`src/rtl/i2c_busy_pkg.sv`:
```
package i2c_busy_pkg;
  parameter int unsigned SYNC_STAGES = 2;
  parameter int unsigned LINE_CNT    = 2;
  localparam int unsigned LINE_SCL   = 0;
  localparam int unsigned LINE_SDA   = 1;
endpackage

```
`src/rtl/i2c_busy_sync.sv`:
```
module i2c_busy_sync #(
  parameter int unsigned W      = 2,
  parameter int unsigned STAGES = 2
) (
  input  logic         clk_i,
  input  logic         rst_ni,
  input  logic [W-1:0] d_i,
  output logic [W-1:0] q_o
);
  for (genvar b = 0; b < W; b++) begin : g_bit
    logic [STAGES-1:0] chain_q;
    always_ff @(posedge clk_i or negedge rst_ni) begin
      if (!rst_ni) chain_q <= '1;  // idle bus is high
      else         chain_q <= {chain_q[STAGES-2:0], d_i[b]};
    end
    assign q_o[b] = chain_q[STAGES-1];
  end
endmodule

```
`src/rtl/i2c_busy_cond.sv`:
```
module i2c_busy_cond (
  input  logic clk_i,
  input  logic rst_ni,
  input  logic scl_s_i,
  input  logic sda_s_i,
  output logic start_o,
  output logic stop_o,
  output logic bus_free_o
);
  logic scl_q, sda_q, free_q, scl_hi;

  always_ff @(posedge clk_i or negedge rst_ni) begin
    if (!rst_ni) begin
      scl_q <= 1'b1;
      sda_q <= 1'b1;
    end else begin
      scl_q <= scl_s_i;
      sda_q <= sda_s_i;
    end
  end

  // SCL must be high in both samples, so an SDA change together with an SCL edge is ignored
  assign scl_hi  = scl_s_i & scl_q;
  assign start_o = scl_hi &  sda_q & ~sda_s_i;
  assign stop_o  = scl_hi & ~sda_q &  sda_s_i;

  always_ff @(posedge clk_i or negedge rst_ni) begin
    if (!rst_ni)      free_q <= 1'b1;
    else if (start_o) free_q <= 1'b0;
    else if (stop_o)  free_q <= 1'b1;
  end

  assign bus_free_o = free_q;
endmodule

```
`src/rtl/i2c_busy_holdoff.sv`:
```
module i2c_busy_holdoff #(
  parameter int unsigned W = 16
) (
  input  logic         clk_i,
  input  logic         rst_ni,
  input  logic [W-1:0] len_i,
  output logic         ready_o
);
  localparam int unsigned CW = W + 1;

  logic [W-1:0]  cnt_q;
  logic          done_q;
  logic [CW-1:0] next_cnt;

  assign next_cnt = {1'b0, cnt_q} + CW'(1);

  always_ff @(posedge clk_i or negedge rst_ni) begin
    if (!rst_ni) begin
      cnt_q  <= '0;
      done_q <= 1'b0;
    end else if (!done_q) begin
      cnt_q <= next_cnt[W-1:0];
      if (next_cnt >= {1'b0, len_i}) done_q <= 1'b1;
    end
  end

  assign ready_o = done_q;
endmodule

```
`src/rtl/i2c_busy_mon.sv`:
```
module i2c_busy_mon
  import i2c_busy_pkg::*;
#(
  parameter int unsigned HOLD_W = 16
) (
  input  logic              clk_i,
  input  logic              rst_ni,
  input  logic              scl_i,
  input  logic              sda_i,
  input  logic [HOLD_W-1:0] holdoff_len_i,
  output logic              bus_free_o,
  output logic              ready_o,
  output logic              start_o,
  output logic              stop_o
);
  logic [LINE_CNT-1:0] raw, synced;

  assign raw[LINE_SCL] = scl_i;
  assign raw[LINE_SDA] = sda_i;

  i2c_busy_sync #(.W(LINE_CNT), .STAGES(SYNC_STAGES)) i_sync (
    .clk_i (clk_i),
    .rst_ni(rst_ni),
    .d_i   (raw),
    .q_o   (synced)
  );

  i2c_busy_cond i_cond (
    .clk_i     (clk_i),
    .rst_ni    (rst_ni),
    .scl_s_i   (synced[LINE_SCL]),
    .sda_s_i   (synced[LINE_SDA]),
    .start_o   (start_o),
    .stop_o    (stop_o),
    .bus_free_o(bus_free_o)
  );

  i2c_busy_holdoff #(.W(HOLD_W)) i_hold (
    .clk_i  (clk_i),
    .rst_ni (rst_ni),
    .len_i  (holdoff_len_i),
    .ready_o(ready_o)
  );
endmodule

```
`config.mk`:
```
export PLATFORM = sky130hd
export DESIGN_NAME = i2c_busy_mon
export DESIGN_NICKNAME = d
export VERILOG_FILES = /design/src/rtl/i2c_busy_pkg.sv /design/src/rtl/i2c_busy_sync.sv /design/src/rtl/i2c_busy_cond.sv /design/src/rtl/i2c_busy_holdoff.sv /design/src/rtl/i2c_busy_mon.sv
export SDC_FILE = /design/constraint.sdc
export NUM_CORES = 1
export LEC_CHECK = 0
export BUFFER_PORTS_ARGS = -buffer_cell sky130_fd_sc_hd__buf_2
export CAP_MARGIN = 10
export CORE_UTILIZATION = 35
export CTS_BUF_LIST = sky130_fd_sc_hd__clkbuf_4 sky130_fd_sc_hd__clkbuf_8
export DETAILED_ROUTE_END_ITERATION = 7
export GPL_TIMING_DRIVEN = 0
export PLACE_DENSITY = 0.53
export REMOVE_ABC_BUFFERS = 1
export SLEW_MARGIN = 20
export SYNTH_ARGS = -nofsm -noshare
export SYNTH_HDL_FRONTEND = slang
export SYNTH_SLANG_ARGS = --single-unit
```
`constraint.sdc`:
```
create_clock -name clk_i -period 2.74 [get_ports clk_i]
set_input_delay 0.274 -clock clk_i [delete_from_list [all_inputs] [get_ports clk_i]]
set_output_delay 0.274 -clock clk_i [all_outputs]
set_load 0.01 [all_outputs]
```
==> results of run 1 <==
-- routing by layer --
layer,part of all wire [%],GRT usage (%)
met5,0,0
met3,2.9,2.49
met1,51,19.6
met2,45,20.4
met4,1.2,4.76
-- per-stage QoR --
step	setup TNS, ns	hold slack, ns
5_1_grt	-0.0121	0.0694
6_report	0	0.0938
4_1_cts	0	0.0862
3_3_place_gp	0	0.288
3_5_place_dp	-0.00950	0.299
2_1_floorplan	0	-0.0216
-- worst max-delay path by stage --
| stage | from | to | slack [ns] | depth (start not counted) |
|---|---|---|---|---|
| global route | i_hold.cnt_q[2] | i_hold.ready_o | -0.01 | 9 |
| floorplan | i_hold.cnt_q[0] | i_hold.ready_o | 0.37 | 9 |
| CTS | i_hold.cnt_q[0] | i_hold.ready_o | 0.03 | 9 |
| finish | i_hold.cnt_q[0] | i_hold.ready_o | 0.17 | 9 |
| global placement | i_hold.cnt_q[0] | i_hold.ready_o | 0.02 | 9 |
| detailed placement | i_hold.cnt_q[0] | i_hold.ready_o | -0.01 | 9 |
-- state kept, by name, indices dropped and copies added, names as in the netlist --
register and cells:
i_cond.scl_q 1, i_cond.bus_free_o 1, i_hold.cnt_q 16, i_sync.g_bit.chain_q 4, i_hold.ready_o 1, i_cond.sda_q 1
-- logic make-up after synthesis --
| group | share of synthesized area, % |
|---|---|
| and+or+nand+nor | 20.1 |
| adders and majority gates | 13.5 |
| AOI/OAI and AO/OA | 6.04 |
| DFF | 38.7 |
| xor gates and xnor gates | 16.1 |
| buffers and inverters | 4.84 |
| muxes | 0.715 |
-- cell usage in the layout (no fill, tap or decap), types with 3 or more instances in the layout --
| cell | netlist | routed |
|---|---|---|
| a21oi_1 | 7 | 7 |
| buf_2 | 1 | 23 |
| clkbuf_8 | 0 | 3 |
| dfrtp_1 | 17 | 16 |
| dfstp_2 | 7 | 7 |
| ha_1 | 17 | 16 |
| inv_1 | 17 | 17 |
| nand2_1 | 10 | 10 |
| nand3_1 | 7 | 7 |
| nand4_1 | 5 | 5 |
| nor2_1 | 11 | 11 |
| nor3_1 | 4 | 4 |
| o21ai_0 | 4 | 4 |
| xnor2_1 | 13 | 13 |
| xor2_1 | 16 | 16 |
-- repair_timing --
item / CTS / global route
hold buffers: 1 / 0
hold endpoints to repair: 9 / 0
buffers inserted: 0 / 1
resized for setup: 1 / 5
setup endpoints to repair: 1 / 1
pin swaps: 0 / 1
-- final cells by class --
| type | count | area (um^2) | share of cell area, % |
|---|---|---|---|
| Clock buffer | 3 | 41.3 | 2.22 |
| Clock inverter | 1 | 30.0 | 1.62 |
| Inverter | 18 | 67.6 | 3.64 |
| Multi-Input combinational cell | 116 | 910 | 49.0 |
| Sequential cell | 24 | 611 | 32.9 |
| Tap cell | 52 | 65.1 | 3.50 |
| Timing Repair Buffer | 25 | 133 | 7.14 |
-- power breakdown --
| group | leakage, uW | internal (uW) | switching [uW] |
|---|---|---|---|
| sequential | 0.000304 | 367 | 3.03 |
| clock | 0.0000357 | 195 | 121 |
| combinational | 0.000654 | 22.9 | 28.3 |
-- critical path: stages, from the launching register on --
cell      delay (ns)
dfrtp_2         0.43
ha_2            0.23
and3_4          0.24
nand4_4         0.15
xnor2_1         0.17
ha_1            0.31
nand4_1         0.19
or4_4           0.57
o211a_1         0.13
o211ai_1        0.08
==> results_dict.tcl, run 1 <==
set metrics [dict create \
    numClockSinks 24 \
    grt_max_degree 25 \
    fmax_ghz 0.389 \
    min_from "sda_i" \
    yosysSeqAreaShare_pct 38.7 \
    min_period_ns 2.57 \
    cts_buffers 3 \
    outcome "finished, final reports clean" \
    fillers 426 \
    setup_slack_ns 0.171 \
    port_buffers 23 \
    synth_ff_type "dfrtp_1" \
    leakage_uw 0.000994 \
    critPathLaunchType "register" \
    crit_type "register to register" \
    worst_pin_slew_ns 0.586 \
    hold_depth 1 \
    wirelength_um 3070 \
    synthCells 160 \
    num_antenna_cells 0 \
    gp_congestion 0.727 \
    hold-path-endpoint "i_sync.g_bit[1].chain_q[0]" \
    r2r_end "i_hold.ready_o" \
    worstSkewPairLatency_ns 0.27 \
    skew_ns 0.00463 \
    initial_core_util_pct 36.2 \
    ys_ff_latch 24 \
    clock_path_buffers 2 \
    die_h_um 69.1 \
    synth-async-reset-ratio_pct 100 \
    required_ns 2.93 \
    grt_pass1_wl_um 5190 \
    die-area_um2 4770 \
    fin_area_um2 1860 \
    nNetsFinal 225 \
    drt_iter0_drc 36 \
    postPlaceCellArea_um2 1750 \
    vdd_ir_drop_max_uv 191 \
    ys_types 33 \
    setup.worst_path.end_class "register" \
    place_ws_ns -0.00950 \
    cp_max_fo 5 \
    drv_cap 0 \
    routed_via_density 4.94 \
    r2r-start "i_hold.cnt_q[0]" \
    die_x_um 69.1 \
    rr_worst_depth 9 \
    critPathArrivalTime_ns 2.76 \
    p_per_area_nw_per_um2 397 \
    synth_area_um2 1580 \
    cts_tree "yes" \
    grt_pass1_vias 1134 \
    synth_edf_count 0 \
    track_usage_pct 13.6 \
    finalNonFillerCells 239 \
    drv_slew 0 \
    drc 0 \
    dpl.cell_count 233 \
    r2r_slack_ns 0.17 \
    ys_warn_count 0 \
    ios 24 \
    setup_viol 0 \
    syn_area_per_cell_um2 9.85 \
    dr.pass1.iters 4 \
    core_um2 4350 \
    vias 1181 \
    area_delta_synth_final_pct 17.9 \
    root_buffer "clkbuf_8" \
    netlist_top_cells_count "17 x dfrtp_1, 17 x ha_1, 17 x inv_1" \
    post-route-period-util_pct 93.8 \
    row_count 24 \
    synth_area_leaders "dfrtp_1 27%, ha_1 14%, dfstp_2 12%" \
    final_core_util_pct 42.6 \
    gr-total-overflow 0 \
    clk_pin_slew_worst_paths_ns 0.09 \
    drtAntennaViolNets 0 \
    finalHoldViolations 0 \
    relSlewSlack_pct 60.9 \
    power.total_uw 738 \
    drive_above_1_share_pct 25.1 \
    htreeDepth 1 \
    antenna_found_initial 0 \
    yosys.area.top_type_share_pct 27.0 \
    hold_path.class "input pin to register" \
    yosys.area.top_type "dfrtp_1" \
    hpwl_um 2330 \
    detail_route.wl_per_cell_um 12.8 \
]
No activity file was read; power rests on OpenSTA's default activity.
==> run 2, diff against run 1 <==
--- a/config.mk
+++ b/config.mk
@@ -5,13 +5,14 @@
 export SDC_FILE = /design/constraint.sdc
 export NUM_CORES = 1
 export LEC_CHECK = 0
+export ABC_AREA = 1
 export BUFFER_PORTS_ARGS = -buffer_cell sky130_fd_sc_hd__buf_2
 export CAP_MARGIN = 10
 export CORE_UTILIZATION = 35
 export CTS_BUF_LIST = sky130_fd_sc_hd__clkbuf_4 sky130_fd_sc_hd__clkbuf_8
 export DETAILED_ROUTE_END_ITERATION = 7
 export GPL_TIMING_DRIVEN = 0
-export PLACE_DENSITY = 0.53
+export PLACE_DENSITY = 0.52
 export REMOVE_ABC_BUFFERS = 1
 export SLEW_MARGIN = 20
 export SYNTH_ARGS = -nofsm -noshare
==> constraint.sdc (replaced) <==
create_clock -name clk_i -period 2.8 [get_ports clk_i]
set_input_delay 0.28 -clock clk_i [delete_from_list [all_inputs] [get_ports clk_i]]
set_output_delay 0.28 -clock clk_i [all_outputs]
set_load 0.01 [all_outputs]
==> results_dict.tcl, run 2 <==
set metrics [dict create \
    post_cts_buffers 0 \
    drtAntennaViolNets 0 \
    synth-async-reset-ratio_pct 100 \
    grt_max_degree 25 \
    nNetsFinal 282 \
    routed_via_density 4.53 \
    outcome "finished with violations" \
    clk_pin_slew_worst_paths_ns 0.08 \
    hold_slack_ns -0.0114 \
    drv_slew 0 \
    wl_met3_um 118 \
    min_period_ns 2.46 \
    synth_ff_type "dfrtp_1" \
    detail_route.wl_per_cell_um 11.1 \
    hpwl_um 2490 \
    synth_area_um2 1680 \
    grt_pass1_wl_um 5910 \
    largest_reg_flops 16 \
    ys_types 31 \
    wl_met2_um 1430 \
    port_buffers 23 \
    skew_ns 0.00355 \
    dr.pass1.iters 6 \
    wl_met1_um 1700 \
    setup_viol 0 \
    track_usage_pct 15.2 \
    yosys.area_share.simple_pct 28.2 \
    relSlewSlack_pct 54.8 \
    gr-total-overflow 0 \
    layout_commonest_cell "nand2_1" \
    critPathLaunchType "register" \
    r2r_slack_ns 0.34 \
    die_x_um 71.3 \
    wirelength_um 3300 \
    num_antenna_cells 0 \
    top_layer_used "met4" \
    crit_top_cell "nand2_1" \
    drt_iter0_drc 56 \
    reg_top3 "i_hold.cnt_q (16), i_sync.g_bit.chain_q (4)" \
    worstSkewPairLatency_ns 0.27 \
    grt_setup_unrepaired "no" \
    core_um2 4470 \
    cp_slowest_cell "dfrtp_1" \
    drv_cap 0 \
    synth_compound_area_share_pct 6.48 \
    cts_buffers 3 \
    ys_ff_latch 24 \
    vdd_ir_drop_max_uv 337 \
    cts_tree "yes" \
    path_cells "and3_2, nand2_2, nor2_2, nand3_2, inv_1, nand3_1, and2_1, ha_1, inv_1, nor3_1, nor3_1, nand2_1, nand2_1, nand2_1, nand2_1, nand2_1" \
    synth_mux_area_share_pct 0 \
    r2r-start "i_hold.cnt_q[0]" \
    synth_xor_area_share_pct 5.14 \
    htreeDepth 1 \
    setup_tns_ns 0 \
    gp_congestion 0.761 \
    finalHoldViolations 17 \
    synthAdderAreaFrac_pct 12.7 \
    synth_edf_count 0 \
    crit_type "register to register" \
    leakage_uw 0.00107 \
    netlist_top_cells_count "61 x nand2_1, 44 x inv_1, 17 x dfrtp_1, 17 x ha_1, 10 x o21ai_0" \
    critPathArrivalTime_ns 2.62 \
    root_buffer "clkbuf_8" \
    synthCells 221 \
    antenna_found_initial 0 \
    final_core_util_pct 42.5 \
    syn_area_per_cell_um2 7.60 \
    largest_register "i_hold.cnt_q" \
    rr_worst_depth 16 \
    drive_above_1_share_pct 19.7 \
    area_delta_synth_final_pct 13.3 \
    yosys.area.top_type_share_pct 25.3 \
    post-route-period-util_pct 87.9 \
    slowest_delay_ns 0.41 \
    crit_start "i_hold.cnt_q[0]" \
    fmax_ghz 0.406 \
    r2r_end "i_hold.ready_o" \
    setup.worst_path.end_class "register" \
    vias 1340 \
    die_h_um 71.3 \
    violations "design-rule violations, negative hold slack" \
    yosys.area.top_type "dfrtp_1" \
    ios 24 \
    die-area_um2 5080 \
    required_ns 2.96 \
    cp_max_fo 6 \
    final_cell_mix "61 x nand2_1, 44 x inv_1, 23 x buf_2" \
    synth_top_family_by_area "simple AND/OR/NAND/NOR gates" \
    initial_core_util_pct 37.5 \
    hold_path.class "input pin to async pin" \
    yosysSeqAreaShare_pct 36.3 \
    grt_pass1_vias 1340 \
    worst_pin_slew_ns 0.678 \
    p_per_area_nw_per_um2 627 \
    numClockSinks 24 \
    synth_area_leaders "dfrtp_1 25%, nand2_1 14%, ha_1 13%" \
    cp-endpoint "i_hold.ready_o" \
    drc 1 \
    row_count 24 \
    clock_path_buffers 2 \
    ys_warn_count 0 \
    synth.most_common_cell "nand2_1" \
]
[run 2: cell count changes after synthesis, sizes merged, moves of 3 or more]
cell,change
xnor2,-12
xor2,-8
o21ai,+9
inv,+28
nand2,+53
nand3,+4
nor3b,-3
a21oi,-3
[run 2: per-stage QoR]
| stage | power [uW] | hold WS (ns) | area [um^2] | setup slack, ns | std cells |
|---|---|---|---|---|---|
| after detailed placement | 973 | 0.314 | 1840 | 0.243 | 292 |
| after CTS | 1220 | 0.0110 | 1900 | 0.211 | 296 |
| after global placement | 961 | 0.309 | 1840 | 0.259 | 292 |
| final | 1190 | -0.0114 | 1900 | 0.340 | 296 |
| after floorplan | 854 | -0.0156 | 1660 | 0.731 | 217 |
| after global routing | 1330 | 0.0265 | 1900 | 0.0696 | 296 |
[run 2: cells by family (layout without fill, tap and decap cells)]
kind of cell             Yosys count  in the layout
AO/OA/AOI/OAI                     20             20
XOR/XNOR                           9              9
adder cells (fa/ha/maj)           17             17
buffers and inverters             50             73
flip-flops                        24             24
AND/OR/NAND/NOR                  101            101
[run 2: power breakdown]
group | total [uW] | switching, uW | internal (uW)
logic | 458 | 275 | 184
clock network | 238 | 112 | 126
registers | 497 | 77.9 | 420
[run 2: cell type report]
type,instances,area [um^2]
multi-input combinational,147,886
tap,52,65.1
inverter,46,173
timing repair buffer,23,115
clock buffer,4,55.1
fill,463,2570
sequential,24,609
[run 2: what timing repair did]
item,CTS,global route
setup endpoints to repair,0,1
gates resized for setup,0,1
hold buffers,0,0
[run 2: worst max-delay path: cells and delay by family (launching register included)]
family | cells | cell delay, ns
adders and majority gates | 1 | 0.26
DFF | 1 | 0.41
buffers and inverters | 2 | 0.22
and+or+nand+nor | 13 | 1.44
[run 2: per-layer routing]
layer	global-route usage, %	vias to the layer above
met5	0	-
met4	5.33	0
met3	2.95	5
met2	23.7	23
met1	21.2	580
li1	-	732
[run 2: how the worst min path moves through the flow]
stage               cells after the start                to    from
finish                                  1  i_hold.cnt_q[10]  rst_ni
global route                            1   i_hold.cnt_q[3]  rst_ni
CTS                                     1  i_hold.cnt_q[10]  rst_ni
detailed placement                      1  i_hold.cnt_q[10]  rst_ni
global placement                        1  i_hold.cnt_q[10]  rst_ni
floorplan                               0   i_hold.cnt_q[0]  rst_ni
==> run 3, diff against run 2 <==
--- a/config.mk
+++ b/config.mk
@@ -13,6 +13,7 @@
 export DETAILED_ROUTE_END_ITERATION = 7
 export GPL_TIMING_DRIVEN = 0
 export PLACE_DENSITY = 0.52
+export RECOVER_POWER = 100
 export REMOVE_ABC_BUFFERS = 1
 export SLEW_MARGIN = 20
 export SYNTH_ARGS = -nofsm -noshare
==> results_dict.tcl, run 3 (same netlist as run 2, synthesis figures left out) <==
set metrics [dict create \
    setup.worst_path.end_class "register" \
    grt_pass1_wl_um 5910 \
    violations "design-rule violations" \
    crit_start "i_hold.cnt_q[0]" \
    r2r_end "i_hold.ready_o" \
    row_count 24 \
    final_cell_mix "61 x nand2_1, 44 x inv_1, 18 x buf_2" \
    initial_core_util_pct 37.5 \
    setup_slack_ns 0.332 \
    fillers 468 \
    track_usage_pct 15.2 \
    critPathLaunchType "register" \
    crit_type "register to register" \
    critPathArrivalTime_ns 2.62 \
    cp_slowest_cell "dfrtp_1" \
    routed_via_density 4.54 \
    htreeDepth 1 \
    worst_pin_slew_ns 1.34 \
    wirelength_um 3310 \
    r2r-start "i_hold.cnt_q[0]" \
    relSlewSlack_pct 11.0 \
    slowest_delay_ns 0.41 \
    crit_top_cell "nand2_1" \
    die_h_um 71.3 \
    drv_cap 0 \
    drtAntennaViolNets 0 \
    ctsHoldBuffers 0 \
    final_core_util_pct 42.4 \
    core_um2 4470 \
    hold_slack_ns 0.100 \
    die_x_um 71.3 \
    worstSkewPairLatency_ns 0.27 \
    num_antenna_cells 0 \
    rr_worst_depth 16 \
    clock_path_buffers 2 \
    finalNonFillerCells 296 \
    cp-endpoint "i_hold.ready_o" \
    detail_route.wl_per_cell_um 11.2 \
    place_ws_ns 0.243 \
    setup_tns_ns 0 \
    finalHoldViolations 0 \
    drive_above_1_share_pct 16.8 \
    numClockSinks 24 \
    path_cells "and3_2, nand2_2, nor2_2, nand3_2, inv_1, nand3_1, and2_0, ha_1, inv_1, nor3_1, nor3_1, nand2_1, nand2_1, nand2_1, nand2_1, nand2_1" \
    vdd_ir_drop_max_uv 335 \
    largest_reg_flops 16 \
    skew_ns 0.00438 \
    hold_path.class "input pin to register" \
    cp_top_family "simple AND/OR/NAND/NOR gates" \
    critical_path_buf_inv_count 2 \
    ios 24 \
    layout_commonest_cell "nand2_1" \
    nNetsFinal 282 \
    outcome "finished with violations" \
    drc 1 \
    root_buffer "clkbuf_8" \
    grt_max_degree 25 \
    reg_top3 "i_hold.cnt_q (16), i_sync.g_bit.chain_q (4)" \
    gp_congestion 0.761 \
    required_ns 2.96 \
    die-area_um2 5080 \
    antenna_found_initial 0 \
    dpl.cell_count 292 \
    largest_register "i_hold.cnt_q" \
    setup_viol 0 \
    clk_pin_slew_worst_paths_ns 0.08 \
    gr-total-overflow 0 \
    hpwl_um 2490 \
    grt_pass1_vias 1340 \
    drt_iter0_drc 57 \
    cp_max_fo 6 \
    cp.depth 16 \
    multiInputGateArea_um2 886 \
    port_buffers 23 \
    cts_buffers 3 \
    p_per_area_nw_per_um2 629 \
    cts_tree "yes" \
    ff_latch_area_um2 609 \
    area_delta_synth_final_pct 13.0 \
    fmax_ghz 0.405 \
    drv_slew 0 \
    dr.pass1.iters 6 \
    leakage_uw 0.00105 \
    min_period_ns 2.47 \
    r2r_slack_ns 0.33 \
    post-route-period-util_pct 88.1 \
    grt_setup_unrepaired "no" \
    vias 1344 \
]
## run 3: cell count changes in the layout (fill, tap and decap cells not counted), sizes merged
cell    change
clkbuf      +5
buf         -5
## run 3: area by class of cell
| type | count | share of cell area [%] |
|---|---|---|
| tap | 52 | 3.43 |
| inverter | 46 | 9.10 |
| multi-input combinational | 147 | 46.7 |
| clock buffer | 4 | 2.90 |
| timing repair buffer | 23 | 5.74 |
| sequential | 24 | 32.1 |
## run 3: worst min path at each step
stage | start | cells past startpoint | slack [ns] | to
after floorplan | rst_ni | 0 | -0.02 | i_hold.cnt_q[0]
after global placement | rst_ni | 1 | 0.31 | i_hold.cnt_q[10]
after detailed placement | rst_ni | 1 | 0.31 | i_hold.cnt_q[10]
after CTS | rst_ni | 1 | 0.01 | i_hold.cnt_q[10]
after global routing | scl_i | 1 | 0.09 | i_sync.g_bit[0].chain_q[0]
final | sda_i | 1 | 0.10 | i_sync.g_bit[1].chain_q[0]
## run 3: where the power goes
group	internal [uW]	total [uW]	switching, uW	leakage (uW)
Clock	126	239	113	0.0000288
Combinational	183	457	274	0.000730
Sequential	419	497	78.4	0.000294
Total	727	1190	466	0.00105
## run 3: what timing repair did
item / 4_1_cts / 5_1_grt
endpoints found under the setup margin: 0 / 1
resized for setup: 0 / 1
buffers inserted: 0 / 0
## run 3: metal layers
layer	global-route usage, %	routed length [um]	vias to the layer above
li1	-	-	731
met1	21.2	1730	588
met2	23.7	1430	20
met3	2.95	96	5
met4	5.33	51	0
met5	0	0	-
## run 3: through the flow
step	cell area [um^2]	total power, uW
finish	1900	1190
global route	1900	1330
CTS	1900	1220
detailed placement	1840	973
global placement	1840	961
floorplan	1660	854
